## config.mk

```make
export PLATFORM = sky130hd
export DESIGN_NAME = irq_route_regfile
export DESIGN_NICKNAME = d
export VERILOG_FILES = /design/src/rtl/irr_pkg.sv /design/src/rtl/irr_window.sv /design/src/rtl/irr_entry.sv /design/src/rtl/irr_readmux.sv /design/src/rtl/irq_route_regfile.sv
export SDC_FILE = /design/constraint.sdc
export NUM_CORES = 2
export LEC_CHECK = 0
export ABC_AREA = 1
export BUFFER_PORTS_ARGS = -buffer_cell sky130_fd_sc_hd__buf_2
export CORE_AREA = 2 2 450 452
export CTS_CLUSTER_DIAMETER = 30
export CTS_CLUSTER_SIZE = 8
export DETAILED_ROUTE_END_ITERATION = 10
export DIE_AREA = 0 0 452 454
export GPL_ROUTABILITY_DRIVEN = 0
export SLEW_MARGIN = 20
export SYNTH_ARGS = -nofsm -noshare
export SYNTH_HDL_FRONTEND = slang
export SYNTH_HIERARCHICAL = 1
export SYNTH_SLANG_ARGS = --single-unit
```

## constraint.sdc

```tcl
create_clock -name clk -period 4.1 [get_ports clk]
set_clock_uncertainty 0.2 [all_clocks]
set_input_delay 0.615 -clock clk [delete_from_list [all_inputs] [get_ports clk]]
set_output_delay 0.615 -clock clk [all_outputs]
set_load 0.01 [all_outputs]
```

## src/rtl/irr_pkg.sv

```systemverilog
package irr_pkg;

    localparam int unsigned DATA_W     = 32;
    localparam int unsigned ENTRY_W    = 64;
    localparam int unsigned IDX_W      = 8;

    localparam logic [IDX_W-1:0] IDX_IDENT  = 8'h00;
    localparam logic [IDX_W-1:0] IDX_VERSION = 8'h01;
    localparam logic [IDX_W-1:0] IDX_ARBIT  = 8'h02;
    localparam int unsigned      IDX_ENTRY_BASE = 16;

    localparam int unsigned OFS_SELECT = 'h00;
    localparam int unsigned OFS_WINDOW = 'h10;
    localparam int unsigned ACCESS_BYTES = 4;

    localparam int unsigned MASK_BIT  = 16;
    localparam int unsigned LEVEL_BIT = 15;
    localparam int unsigned IDENT_LSB = 24;
    localparam int unsigned IDENT_W   = 4;
    localparam int unsigned COUNT_LSB = 16;
    localparam logic [7:0]  VERSION_CODE = 8'h11;

    localparam logic [ENTRY_W-1:0] ENTRY_RESET = 64'h0001_0000_0001_0000;

    typedef struct packed {
        logic              wr_select;
        logic              wr_window;
        logic              rd_select;
        logic              rd_window;
        logic [DATA_W-1:0] wdata;
    } access_t;

    function automatic logic [DATA_W-1:0] version_word(input int unsigned pins);
        logic [DATA_W-1:0] w;
        w = DATA_W'(pins) << COUNT_LSB;
        w[7:0] = w[7:0] | VERSION_CODE;
        return w;
    endfunction

    function automatic logic [DATA_W-1:0] ident_keep(input logic [DATA_W-1:0] d);
        logic [DATA_W-1:0] m;
        m = ((DATA_W'(1) << IDENT_W) - 1) << IDENT_LSB;
        return d & m;
    endfunction

endpackage

```

## src/rtl/irr_window.sv

```systemverilog
module irr_window
    import irr_pkg::*;
#(
    parameter int unsigned ADDR_W = 12
) (
    input  logic              clk,
    input  logic              rst,
    input  logic              req_valid,
    input  logic              req_write,
    input  logic [ADDR_W-1:0] req_addr,
    input  logic [2:0]        req_bytes,
    input  logic [DATA_W-1:0] req_wdata,
    output access_t           acc,
    output logic [DATA_W-1:0] select_q
);

    logic legal;
    logic at_select;
    logic at_window;

    assign at_select = (req_addr == ADDR_W'(OFS_SELECT));
    assign at_window = (req_addr == ADDR_W'(OFS_WINDOW));
    assign legal     = req_valid && (req_bytes == 3'(ACCESS_BYTES)) && (at_select || at_window);

    always_comb begin
        acc.wr_select = legal &&  req_write && at_select;
        acc.wr_window = legal &&  req_write && at_window;
        acc.rd_select = legal && !req_write && at_select;
        acc.rd_window = legal && !req_write && at_window;
        acc.wdata     = req_wdata;
    end

    always_ff @(posedge clk) begin
        if (rst) begin
            select_q <= '0;
        end else if (acc.wr_select) begin
            select_q <= req_wdata;
        end
    end

    // an access of the wrong size never moves the select register
    p_select_size_r2: assert property (@(posedge clk) disable iff (rst)
        ($past(req_valid) && $past(req_bytes) != 3'(ACCESS_BYTES)) |-> $stable(select_q));

endmodule

```

## src/rtl/irr_entry.sv

```systemverilog
module irr_entry
    import irr_pkg::*;
#(
    parameter int unsigned ENTRY_IDX = 16
) (
    input  logic               clk,
    input  logic               rst,
    input  logic               win_write,
    input  logic [IDX_W-1:0]   win_index,
    input  logic [DATA_W-1:0]  wdata,
    input  logic               pin_level,
    output logic [ENTRY_W-1:0] entry_q,
    output logic               redeliver_q
);

    localparam logic [IDX_W-1:0] IDX_LO = IDX_W'(ENTRY_IDX);
    localparam logic [IDX_W-1:0] IDX_HI = IDX_W'(ENTRY_IDX + 1);

    logic               pending_q;
    logic               pin_prev_q;
    logic               hit_lo;
    logic               hit_hi;
    logic [ENTRY_W-1:0] entry_d;
    logic               rise;
    logic               set_pending;
    logic               eff_pending;
    logic               unmask_now;

    assign hit_lo = win_write && (win_index == IDX_LO);
    assign hit_hi = win_write && (win_index == IDX_HI);

    always_comb begin
        entry_d = entry_q;
        if (hit_lo) entry_d[31:0]  = wdata;
        if (hit_hi) entry_d[63:32] = wdata;
    end

    assign rise        = pin_level && !pin_prev_q;
    assign set_pending = rise && entry_q[MASK_BIT] && entry_q[LEVEL_BIT];
    assign eff_pending = pending_q || set_pending;
    assign unmask_now  = (hit_lo || hit_hi) && !entry_d[MASK_BIT];

    always_ff @(posedge clk) begin
        if (rst) begin
            entry_q     <= ENTRY_RESET;
            pending_q   <= 1'b0;
            pin_prev_q  <= 1'b0;
            redeliver_q <= 1'b0;
        end else begin
            entry_q     <= entry_d;
            pending_q   <= unmask_now ? 1'b0 : eff_pending;
            pin_prev_q  <= pin_level;
            redeliver_q <= unmask_now && eff_pending && pin_level;
        end
    end

    // a pending pin always belongs to a masked entry
    p_pending_masked_r10: assert property (@(posedge clk) disable iff (rst)
        pending_q |-> entry_q[MASK_BIT]);

    // a re-delivery follows a cycle with the pin high and leaves the entry unmasked
    p_redeliver_ok_r11: assert property (@(posedge clk) disable iff (rst)
        redeliver_q |-> (!entry_q[MASK_BIT] && $past(pin_level)));

    // without a write to this entry it holds its value
    p_entry_hold_r7: assert property (@(posedge clk) disable iff (rst)
        !$past(hit_lo || hit_hi) |-> $stable(entry_q));

    // a low-half write leaves the high half untouched
    p_half_keep_r7: assert property (@(posedge clk) disable iff (rst)
        ($past(hit_lo) && !$past(hit_hi)) |-> (entry_q[63:32] == $past(entry_q[63:32])));

endmodule

```

## src/rtl/irr_readmux.sv

```systemverilog
module irr_readmux
    import irr_pkg::*;
#(
    parameter int unsigned PINS = 16
) (
    input  logic [IDX_W-1:0]        index,
    input  logic [DATA_W-1:0]       ident,
    input  logic [PINS*ENTRY_W-1:0] entries,
    output logic [DATA_W-1:0]       word
);

    localparam logic [DATA_W-1:0] VERSION = version_word(PINS);

    always_comb begin
        word = '0;
        if (index == IDX_IDENT || index == IDX_ARBIT) begin
            word = ident;
        end else if (index == IDX_VERSION) begin
            word = VERSION;
        end else begin
            for (int p = 0; p < int'(PINS); p++) begin
                if (index == IDX_W'(IDX_ENTRY_BASE + 2*p))
                    word = entries[p*ENTRY_W +: DATA_W];
                if (index == IDX_W'(IDX_ENTRY_BASE + 2*p + 1))
                    word = entries[p*ENTRY_W + DATA_W +: DATA_W];
            end
        end
    end

endmodule

```

## src/rtl/irq_route_regfile.sv

```systemverilog
module irq_route_regfile
    import irr_pkg::*;
#(
    parameter int unsigned PINS   = 16,
    parameter int unsigned ADDR_W = 12
) (
    input  logic                    clk,
    input  logic                    rst,
    input  logic                    req_valid_i,
    input  logic                    req_write_i,
    input  logic [ADDR_W-1:0]       req_addr_i,
    input  logic [2:0]              req_bytes_i,
    input  logic [DATA_W-1:0]       req_wdata_i,
    output logic                    rsp_valid_o,
    output logic [DATA_W-1:0]       rsp_rdata_o,
    input  logic [PINS-1:0]         pin_level_i,
    output logic [PINS*ENTRY_W-1:0] entries_o,
    output logic [PINS-1:0]         redeliver_o
);

    access_t           acc;
    logic [DATA_W-1:0] select_q;
    logic [DATA_W-1:0] ident_q;
    logic [DATA_W-1:0] mux_word;
    logic [DATA_W-1:0] rdata_d;
    logic [IDX_W-1:0]  index;

    assign index = select_q[IDX_W-1:0];

    irr_window #(.ADDR_W(ADDR_W)) u_window (
        .clk       (clk),
        .rst       (rst),
        .req_valid (req_valid_i),
        .req_write (req_write_i),
        .req_addr  (req_addr_i),
        .req_bytes (req_bytes_i),
        .req_wdata (req_wdata_i),
        .acc       (acc),
        .select_q  (select_q)
    );

    for (genvar p = 0; p < int'(PINS); p++) begin : g_entry
        irr_entry #(.ENTRY_IDX(IDX_ENTRY_BASE + 2*p)) u_entry (
            .clk         (clk),
            .rst         (rst),
            .win_write   (acc.wr_window),
            .win_index   (index),
            .wdata       (acc.wdata),
            .pin_level   (pin_level_i[p]),
            .entry_q     (entries_o[p*ENTRY_W +: ENTRY_W]),
            .redeliver_q (redeliver_o[p])
        );
    end

    irr_readmux #(.PINS(PINS)) u_readmux (
        .index   (index),
        .ident   (ident_q),
        .entries (entries_o),
        .word    (mux_word)
    );

    always_ff @(posedge clk) begin
        if (rst) begin
            ident_q <= '0;
        end else if (acc.wr_window && index == IDX_IDENT) begin
            ident_q <= ident_keep(acc.wdata);
        end
    end

    always_comb begin
        rdata_d = '0;
        if (acc.rd_select)      rdata_d = select_q;
        else if (acc.rd_window) rdata_d = mux_word;
    end

    always_ff @(posedge clk) begin
        if (rst) begin
            rsp_valid_o <= 1'b0;
            rsp_rdata_o <= '0;
        end else begin
            rsp_valid_o <= req_valid_i;
            rsp_rdata_o <= rdata_d;
        end
    end

    // one response for each request, one cycle later
    p_rsp_follows_r1: assert property (@(posedge clk) disable iff (rst)
        $past(req_valid_i) |-> rsp_valid_o);

    // a read of the wrong size answers zero
    p_bad_read_zero_r2: assert property (@(posedge clk) disable iff (rst)
        ($past(req_valid_i) && !$past(req_write_i) && $past(req_bytes_i) != 3'(ACCESS_BYTES))
            |-> (rsp_rdata_o == '0));

    // the identification register only ever holds its field bits
    p_ident_field_r4: assert property (@(posedge clk) disable iff (rst)
        (ident_q == ident_keep(ident_q)));

endmodule

```

==> summary.md <==
| Metric | Value |
|---|---|
| PnR Total Power | `36.79 mW` |
| Initial antenna violation count | `33` |
| Min cycle time layout | `roughly 4700 ps` |
| Max frequency | `213.4 MHz` |
| Total GRT Usage | `0.3200` |
| LEAKAGE | `~35 nW` |
| IO Count | `approximately 1,100` |
| GRT overflow | `0` |
| # setup viols final | `29` |
| Layout cell share with drive strength beyond 1 | `0.2791` |
| Final Cell Area | `76,740 sq um` |
| Num rows | `165` |
| Fin crit share | `1.143` |
| Status | `complete, but fails checks` |
| P&R area growth vs syn | `42.52%` |
| Mapped Cells | `8,117` |
| Slowest stage delay, CP | `about 360 ps` |
| RSZ-0062 raised after global routing | `yes` |
| CTS max path bufs | `4` |
| R2R Path End | `rsp_rdata_o[5]` |
| Commonest non-fill, non-tap cell in the layout | `nor2_1` |
| Setup CP Type | `reg -> reg` |
| # DRC | `0` |
| Initial core utilization | `0.2681` |
| Worst vdd ir | `approximately 0.44 mV` |
| Worst-path maximum fanout | `7` |
| Slowest-stage cell, CP | `dfxtp_4` |
| Nets | `9,679` |
| Final hold vios | `0` |
| End point of the critical path | `rsp_rdata_o[5]` |
| Post-route antenna net violation count | `0` |
| TNS Setup | `-8212 ps` |
| Final cell utilization of the core | `0.3820` |
| Clk_lat worst skew | `around 980 ps` |
| Setup crit end kind | `register` |
| Core ar. | `~200,000 sq um` |
| Critical path's most frequent cell | `nand2_1` |
| Synth warn | `6` |
| Die height | `between 400 and 500 um` |
| DIE AREA | `between 200,000 and 250,000 sq um` |
| Routed WL | `~350 mm` |
| Detail-routed via count per cell | `roughly 5` |
| DR iter-0 viols | `~9,000` |
| Required @ worst endpoint | `about 4700 ps` |
| Clk sinks | `approximately 1,100` |
| Power per Cell Area | `about 480 nW/um^2` |
| Post-DP HPWL | `between 200 and 300 mm` |
| Chip width | `452 um` |
| Count of pins over their slew limit | `0` |
| Commonest cells after routing, fill and taps aside | `nor2_1 (2,360), nand2_1 (1,490), buf_2 (1,134)` |
| FILL cells | `21,100` |
| RR Startpoint | `u_window/select_q[0]` |
| Clock Pin Slew Worst Setup and Hold Paths | `~50 ps` |
| Syn Area/Cell | `between 6 and 7 sq um` |
| CTS tree | `yes` |
| DRT Pass-1 Iters | `7` |
| Slew headroom | `0.1397` |
| Final hold slack | `about 94 ps` |
| First-pass GRT wire length | `approximately 460 mm` |
| Crit path from | `u_window/select_q[0]` |
| Worst Tran Pin Value | `1290 ps` |
| Vias after detailed routing | `between 60,000 and 70,000` |
| H-tree levels | `5` |
| Failing checks | `negative setup slack` |
| Largest net degree at the start of global routing | `between 60 and 70` |
| Num CTS Buffers | `318` |
| R2R cell count | `29` |
| Wire per inst | `27.68 um` |
| Data arrival, critical path | `5310 ps` |
| Number of buffers added on ports | `roughly 1,100` |
| Worst hold stages | `4` |
| Cell Area, Placed | `63,560 sq um` |
| Maxcap violations | `0` |
| Final worst slack | `-586.5 ps` |
| Synthesized area | `between 50,000 and 60,000 sq um` |
| Hold Path Class | `in -> reg` |
| Critical path startpoint category | `register` |
| CTS root buf | `clkbuf_16` |
| Flop2flop setup slack | `-590 ps` |
| Number of global-route vias before repair | `between 50,000 and 60,000` |
==> critical path, delay by kind of cell (launching register included) <==
kind	cells	cell delay, ps
simple gates	24	3510
compound gates	1	70
flops	1	360
buf+inv	4	470
==> layer usage <==
layer,global-route usage,wire (um),up-vias
met3,0.09598,39550,1159
met2,0.4763,145700,4681
li1,-,-,28680
met1,0.3737,125700,29980
met5,0,66,-
met4,0.2786,35680,10
==> final cells by class <==
type                            instances  area, sq um  share of cell area
Tap cell                             2672         3343             0.04356
Clock inverter                        122         1573             0.02049
Antenna cell                           15        37.54           0.0004891
Timing Repair Buffer                 1662        10450              0.1361
Sequential cell                      1141        22870              0.2980
Multi-Input combinational cell       5858        27100              0.3531
Inverter                              631         2394             0.03119
Clock buffer                          425         8985              0.1171
==> how the worst min path moves through the flow <==
stage                                       to                   from
2_1_floorplan                  rsp_rdata_o[29]  u_window/select_q[29]
3_3_place_gp                   rsp_rdata_o[31]  u_window/select_q[31]
3_5_place_dp                   rsp_rdata_o[28]  u_window/select_q[28]
4_1_cts                  u_window/select_q[16]        req_wdata_i[16]
5_1_grt                  u_window/select_q[16]        req_wdata_i[16]
6_report       g_entry[13].u_entry/entry_q[56]        req_wdata_i[24]
==> state kept, by name, summed over array words and instances (netlist names) <==
name / count
u_window/select_q: 32
g_entry.u_entry/pending_q: 16
g_entry.u_entry/entry_q: 1024
g_entry.u_entry/redeliver_q: 16
rsp_rdata_o: 32
ident_q: 4
g_entry.u_entry/pin_prev_q: 16
rsp_valid_o: 1
==> what timing repair did <==
action | 4_1_cts | 5_1_grt
pin swaps | 246 | 279
cloned | 2 | 1
hold buffers | 19 | 0
endpoints found under the setup margin | 32 | 32
buffers inserted | 44 | 41
hold endpoints to repair | 51 | 0
resized for setup | 333 | 199
==> stage by stage <==
step,cells,worst slack (ps)
floorplan,8144,431.7
global placement,11870,-748.9
detailed placement,11870,-741.2
CTS,12480,-400.5
global route,12510,-569.5
finish,12530,-586.5
==> report_power, final <==
group          leakage [nW]  switching, mW  internal (mW)
Combinational          20.5          0.826          0.226
Sequential             9.20        0.00229           11.1
Clock                  5.18           7.41           17.2
No activity file was read; power rests on OpenSTA's default activity.
